--- config.mk ---
export PLATFORM = sky130hd
export DESIGN_NAME = reset_merge_unit
export DESIGN_NICKNAME = d
export VERILOG_FILES = /design/src/rtl/rstc_pkg.sv /design/src/rtl/rstc_pin_filter.sv /design/src/rtl/rstc_stretch.sv /design/src/rtl/rstc_cause_reg.sv /design/src/rtl/reset_merge_unit.sv
export SDC_FILE = /design/constraint.sdc
export NUM_CORES = 1
export LEC_CHECK = 0
export ABC_CLOCK_PERIOD_IN_PS = 1500
export BUFFER_PORTS_ARGS = -buffer_cell sky130_fd_sc_hd__clkbuf_2
export CORE_MARGIN = 5
export CORE_UTILIZATION = 45
export DETAILED_ROUTE_END_ITERATION = 10
export PLACE_DENSITY = 0.75
export SETUP_SLACK_MARGIN = 0.1
export SLEW_MARGIN = 20
export SYNTH_ARGS = -nofsm -noshare
export SYNTH_HDL_FRONTEND = slang
export SYNTH_SLANG_ARGS = --single-unit
export TNS_END_PERCENT = 5
--- constraint.sdc ---
create_clock -name clk -period 1.5 [get_ports clk]
set_input_delay 0.45 -clock clk [delete_from_list [all_inputs] [get_ports clk]]
set_output_delay 0.45 -clock clk [all_outputs]
set_load 0.1 [all_outputs]
--- src/rtl/rstc_pkg.sv ---
package rstc_pkg;

    localparam int CAUSE_W = 8;

    // Cause bit positions; software decodes these
    localparam int IDX_POR  = 0;
    localparam int IDX_BOR  = 1;
    localparam int IDX_IOP  = 2;
    localparam int IDX_TRAP = 3;
    localparam int IDX_WDT  = 4;
    localparam int IDX_RSVD = 5;
    localparam int IDX_SWR  = 6;
    localparam int IDX_MCLR = 7;

    typedef logic [CAUSE_W-1:0] cause_vec_t;

    localparam cause_vec_t RSVD_MASK = cause_vec_t'(1) << IDX_RSVD;
    localparam cause_vec_t POR_ONLY  = cause_vec_t'(1) << IDX_POR;

    typedef enum logic [1:0] {
        CSR_WRITE = 2'd0,
        CSR_SET   = 2'd1,
        CSR_CLEAR = 2'd2,
        CSR_HOLD  = 2'd3
    } csr_op_e;

    // Packed MSB first, so the field order matches the bit positions above
    typedef struct packed {
        logic mclr;
        logic swr;
        logic rsvd;
        logic wdt;
        logic trap;
        logic iop;
        logic bor;
        logic por;
    } cause_t;

    function automatic cause_vec_t csr_apply(cause_vec_t cur, csr_op_e op, cause_vec_t d);
        cause_vec_t r;
        case (op)
            CSR_WRITE: r = d;
            CSR_SET:   r = cur | d;
            CSR_CLEAR: r = cur & ~d;
            default:   r = cur;
        endcase
        return r;
    endfunction

endpackage

--- src/rtl/rstc_pin_filter.sv ---
module rstc_pin_filter #(
    parameter int FILT_LEN = 4
) (
    input  logic clk,
    input  logic clr,
    input  logic pin_n,
    output logic hit
);
    localparam int CW = $clog2(FILT_LEN + 1);
    localparam logic [CW-1:0] LIMIT = CW'(FILT_LEN);

    logic [CW-1:0] run_q;

    // Count consecutive low samples, saturating at the limit
    always_ff @(posedge clk) begin
        if (clr) begin
            run_q <= '0;
        end else if (pin_n) begin
            run_q <= '0;
        end else if (run_q != LIMIT) begin
            run_q <= run_q + 1'b1;
        end
    end

    assign hit = (run_q == LIMIT);
endmodule

--- src/rtl/rstc_stretch.sv ---
module rstc_stretch #(
    parameter int HOLD = 8
) (
    input  logic clk,
    input  logic trig,
    output logic rst_out
);
    localparam int CW = $clog2(HOLD + 1);
    localparam logic [CW-1:0] LOAD = CW'(HOLD);

    logic [CW-1:0] left_q;

    always_ff @(posedge clk) begin
        if (trig) begin
            left_q <= LOAD;
        end else if (left_q != '0) begin
            left_q <= left_q - 1'b1;
        end
    end

    // Raised straight from the requests, released by the registered count
    assign rst_out = trig | (left_q != '0);
endmodule

--- src/rtl/rstc_cause_reg.sv ---
module rstc_cause_reg
    import rstc_pkg::*;
(
    input  logic       clk,
    input  logic       por,
    input  cause_t     hits,
    input  logic       we,
    input  csr_op_e    op,
    input  cause_vec_t wdata,
    output cause_vec_t status
);
    cause_vec_t status_q;
    cause_vec_t sw_next;
    cause_vec_t hw_next;

    always_comb begin
        sw_next = we ? csr_apply(status_q, op, wdata) : status_q;
        // Hardware set is applied after the software update, so it wins
        hw_next = (sw_next | cause_vec_t'(hits)) & ~RSVD_MASK;
    end

    always_ff @(posedge clk) begin
        if (por) begin
            status_q <= POR_ONLY;
        end else begin
            status_q <= hw_next;
        end
    end

    assign status = status_q;
endmodule

--- src/rtl/reset_merge_unit.sv ---
module reset_merge_unit
    import rstc_pkg::*;
#(
    parameter int FILT_LEN    = 4,
    parameter int STRETCH_CYC = 8
) (
    input  logic               clk,
    input  logic               por_req,
    input  logic               bor_req,
    input  logic               mclr_n,
    input  logic               swr_req,
    input  logic               wdt_req,
    input  logic               trap_req,
    input  logic               iop_req,
    input  logic               csr_we,
    input  logic [1:0]         csr_op,
    input  logic [CAUSE_W-1:0] csr_wdata,
    output logic [CAUSE_W-1:0] csr_rdata,
    output logic               sys_rst
);
    cause_t hits;
    logic   mclr_hit;
    logic   any_req;

    rstc_pin_filter #(.FILT_LEN(FILT_LEN)) u_filt (
        .clk   (clk),
        .clr   (por_req),
        .pin_n (mclr_n),
        .hit   (mclr_hit)
    );

    always_comb begin
        hits      = '0;
        hits.por  = por_req;
        hits.bor  = bor_req;
        hits.iop  = iop_req;
        hits.trap = trap_req;
        hits.wdt  = wdt_req;
        hits.swr  = swr_req;
        hits.mclr = mclr_hit;
    end

    assign any_req = |hits;

    rstc_stretch #(.HOLD(STRETCH_CYC)) u_hold (
        .clk     (clk),
        .trig    (any_req),
        .rst_out (sys_rst)
    );

    rstc_cause_reg u_cause (
        .clk    (clk),
        .por    (por_req),
        .hits   (hits),
        .we     (csr_we),
        .op     (csr_op_e'(csr_op)),
        .wdata  (csr_wdata),
        .status (csr_rdata)
    );
endmodule

; ---- Yosys cells after proc, flatten, opt, wreduce, memory -nomap -nowiden
; Cells that the tools add are included.
; Widths: inputs -> output; s select.
[totals]
out_inout_bits = 9
word_cells = 21
register_bits = 15
inputBits = 19
[classes]
n_bitwise = 5
muxes = 2
eq_ne = 4
n_addsub = 2
reduce_logical = 4
[op_table]
columns = cell, n
row1 = $pmux 8 s3, 1
row2 = $or 8x8->8, 2
row3 = $and 8x8->8, 1
row4 = $mux 8, 1
row5 = $not 8->8, 1
row6 = $reduce_or 7->1, 1
row7 = $reduce_bool 4->1, 1
row8 = $sub 4x1->4 const B, 1
row9 = $add 3x1->3 const B, 1
row10 = $eq 3x3->1 const B, 1
row11 = $ne 3x3->1 const B, 1
row12 = $eq 2x1->1 const B, 1
row13 = $eq 2x2->1 const B, 1
row14 = $logic_not 2->1, 1
row15 = $reduce_or 2->1, 1
row16 = $or 1x1->1, 1

; ---- Depth between registers and ports, before layout
[depth]
depth_word = 5
depth_mapped = 5
depth_no_buf = 5

; ---- Modules after synthesis
; Synthesis repeated with hierarchy kept, for this count alone.
[hier_totals]
cells_unflattened = 82
area_unflattened_um2 = 725.7
[modules_own_cells]
columns = module, area_per_inst_um2, seq_area_each_um2, cells_per_inst, n_inst
row1 = rstc_cause_reg, 330.3, 140.1, 40, 1
row2 = rstc_stretch, 207.7, 80.1, 21, 1
row3 = rstc_pin_filter, 168.9, 60.1, 17, 1
row4 = reset_merge_unit, 18.8, 0.0, 4, 1

; ---- Least setup slack after synthesis
; Ideal clock, no wire load.
[synth_path]
path_kind = flip-flop to output port
startpoint = register u_hold.left_q[0]
endpoint = output port sys_rst
required_time_ps = 1050
stages_incl_launch_ff = 5
t_arrival_ps = 1752
path_slack_ps = -702
path_cell_list = dfxtp_1 > inv_1 > ha_1 > nor3b_4 > nand4_1
[synth_via]
elab_chain_cells = 2
[synth_rtl]
columns = item, line
row1 = "start, declared", rstc_stretch.sv:11  ; logic [CW-1:0] left_q;
row2 = "start signal, assigned", rstc_stretch.sv:17  ; left_q <= left_q - 1'b1;
row3 = $reduce_bool 4->1, rstc_stretch.sv:22  ; assign rst_out = trig | (left_q != '0);
row4 = $or 1x1->1, rstc_stretch.sv:22
row5 = "end, declared", reset_merge_unit.sv:19  ; output logic sys_rst
; No other way between the ends.

; ---- Final worst setup path
[layout_path]
startpoint = register u_hold.left_q[1]
endpoint = output port sys_rst
; Same word-level chain as after synthesis.

==> metrics.cfg <==
[timing]
setup_ws_ns = -0.346
fin_crit_ns = 1.85
post-route-period-util_pct = 123
fmax_mhz = 542
setup_viol = 1
fin_worst_skew_ns = 0.00592
rsz0062_at_grt = yes
final_hold_viol_count = 0
drv_slew = 0

[route]
wl_per_cell_um = 13.0
finalWirelength_um = 1740
met3WireLength_um = 154
drc = 0
vias = 677
detail_route.first_pass.iterations = 4
drtIter0Drc = 5
top_layer = met4
vias_per_cell = 5.05
wl_met2_um = 864
met1Wirelength_um = 711
ant_nets = 0

[floorplanning]
die_h_um = 49.4
core_area_mm2 = 0.00149
fp.dieW_um = 49.4
die_area_mm2 = 0.00244
io-pin-count = 28
rows = 14
start_util_pct = 46.9

[placed_design]
dp.cells = 125
dpl_cell_area_mm2 = 0.00103
routabilityCongestion = 0.708
post-place-ws_ns = -0.229
io_buffers = 25
hpwl_um = 1310

[synthesis]
synth-compound-area-share_pct = 17.6
synthMuxAreaShare_pct = 1.43
synth-edff-count = 0
synth-seq-cells = 14
synth_top_cell_area_share_pct = 40.1
syn_area_um2 = 698
ys_async_sr_fraction_pct = 0
synth_xor_area_share_pct = 3.76
syn_inst = 77
synthSimpleGateAreaFrac_pct = 25.6
yosysUniqueCellTypes = 25
syn_avg_cell_area_um2 = 9.07
synth_top_family_by_area = simple AND/OR/NAND/NOR gates
synth_top_cell_by_area = dfxtp_1
post-synth-top-count-cell = dfxtp_1
yosysWarnings = 0
synth_fa_ha_area_share_pct = 7.17
ys_top_cells_by_count = 14 x dfxtp_1, 11 x a21oi_1, 8 x nor2b_1, 8 x o21ai_0, 5 x nor3_1
ys_seq_area_share_pct = 40.1
synthTopCellsByArea = dfxtp_1 40%, a21oi_1 7.9%, ha_1 7.2%, nor2b_1 7.2%, o21ai_0 5.7%
synth_ff_type = dfxtp_1
syn_nets = 100

[global_routing]
antenna_found_initial = 0
grt.total_usage_pct = 15.3
grt_max_degree = 11
grt_pass1_wl_um = 2950
grt_pass1_vias = 672
overflow = 0

[run_status]
status = finished with violations
violations = negative setup slack

[clock_tree]
path_clk_slew_ns = 0.08
cts_buffers = 3
clock_path_buffers = 2
root_buffer = clkbuf_4
htree_num_levels = 1
cts.sinks = 14
cts_hold_buffers = 0
clock_latency_ns = 0.28
cts_tree = built

[worst_setup_path]
endpoint_kind = primary output
cp_data_required_time_ns = 1.05
crit_path_start_kind = flop
critical_path_class = reg -> out
arrival_ns = 1.40
path_max_fanout = 2

[pwr]
p_per_area_mw_per_mm2 = 835
ir_drop_mv = 0.618
power.leakage_nw = 0.499

[finish]
n_antenna_cell = 0
multi_input_area_um2 = 414
fillers = 107
stdcell_area_mm2 = 0.00112
stdcell_count = 134
drive_above_1_share_pct = 47.5
synthToLayoutAreaGrowth_pct = 60.9
final-seq-area_um2 = 284
num-nets-final = 142

[worst_hold_path]
hold_path_class = in -> reg

[flow_run]
maxCapViolCount = 0

[cell type report]
cell class	instances	share of cell area [%]
Multi-Input combinational cell	57	36.9
Timing Repair Buffer	39	31.5
Sequential cell	14	25.3
Clock buffer	4	3.23
Tap cell	16	1.78
Inverter	4	1.34
[state kept, by name, summed over array words and instances (netlist names)]
register and cells:
u_cause.status 7, u_hold.left_q 4, u_filt.run_q 3
[report_power, final]
group / internal [mW] / switching (mW) / total [mW] / leakage, nW
logic: 0.103 / 0.164 / 0.268 / 0.361
clock network: 0.148 / 0.118 / 0.266 / 0.0210
registers: 0.389 / 0.0157 / 0.405 / 0.117
[through the flow]
stage	hold WS, ns	power (mW)	TNS, ns	utilization (%)
3_3_place_gp	0.484	0.674	-0.239	69.3
3_5_place_dp	0.488	0.679	-0.232	69.3
4_1_cts	0.356	0.944	-0.328	73.4
2_1_floorplan	0.489	0.565	-0.661	-
6_report	0.365	0.938	-0.346	75.5
5_1_grt	0.358	0.994	-0.461	75.5
[what timing repair did]
action                     CTS  global route
resized for setup            2             4
setup endpoints to repair    1             2
setup buffers                3             2
pin swaps                    1             2
[logic make-up after synthesis]
kind of cell | after synthesis
simple gates | 26
compound gates | 22
flops | 14
buf+inv | 6
fa+ha+maj | 4
xor+xnor | 3
other cells | 1
mux | 1
[layout by cell type, fill, tap and decap left out, drive strengths merged]
master | Yosys | layout
nand4 | 1 | 1
nor2 | 2 | 2
nor3 | 5 | 5
nor2b | 9 | 9
dfxtp | 14 | 14
nor4 | 1 | 1
a211o | 1 | 1
nand3b | 1 | 1
mux2i | 1 | 1
xnor2 | 3 | 3
buf | 1 | 22
nand3 | 1 | 1
nand2b | 1 | 1
a211oi | 1 | 1
o21ai | 8 | 8
inv | 4 | 4
ha | 4 | 4
or3 | 1 | 1
clkbuf | 1 | 21
a21oi | 11 | 11
conb | 1 | 1
nor3b | 1 | 1
nand2 | 3 | 3
a31oi | 1 | 1
[per-layer routing]
layer  global-route usage [%]  vias up
li1                         -      351
met1                     17.0      301
met2                     24.7       23
met3                     5.81        2
met4                     8.73        0
met5                        0        -
[critical path, cell delays in order, from the launching register on]
cell     delay, ns
dfxtp_2       0.33
inv_2         0.07
ha_4          0.13
nor3b_4       0.18
nand4_1       0.18
buf_12        0.22
[worst paths after layout]
check,start,end,slack [ns],cells after the start
worst max-delay path,u_hold.left_q[1],sys_rst,-0.35,5
worst min-delay path,mclr_n,u_filt.run_q[2],0.37,2
worst max register to register,u_hold.left_q[0],u_hold.left_q[2],0.16,7
worst min register to register,u_cause.status[0],u_cause.status[0],0.50,2
Note: power is estimated with default switching activity, not from simulation.
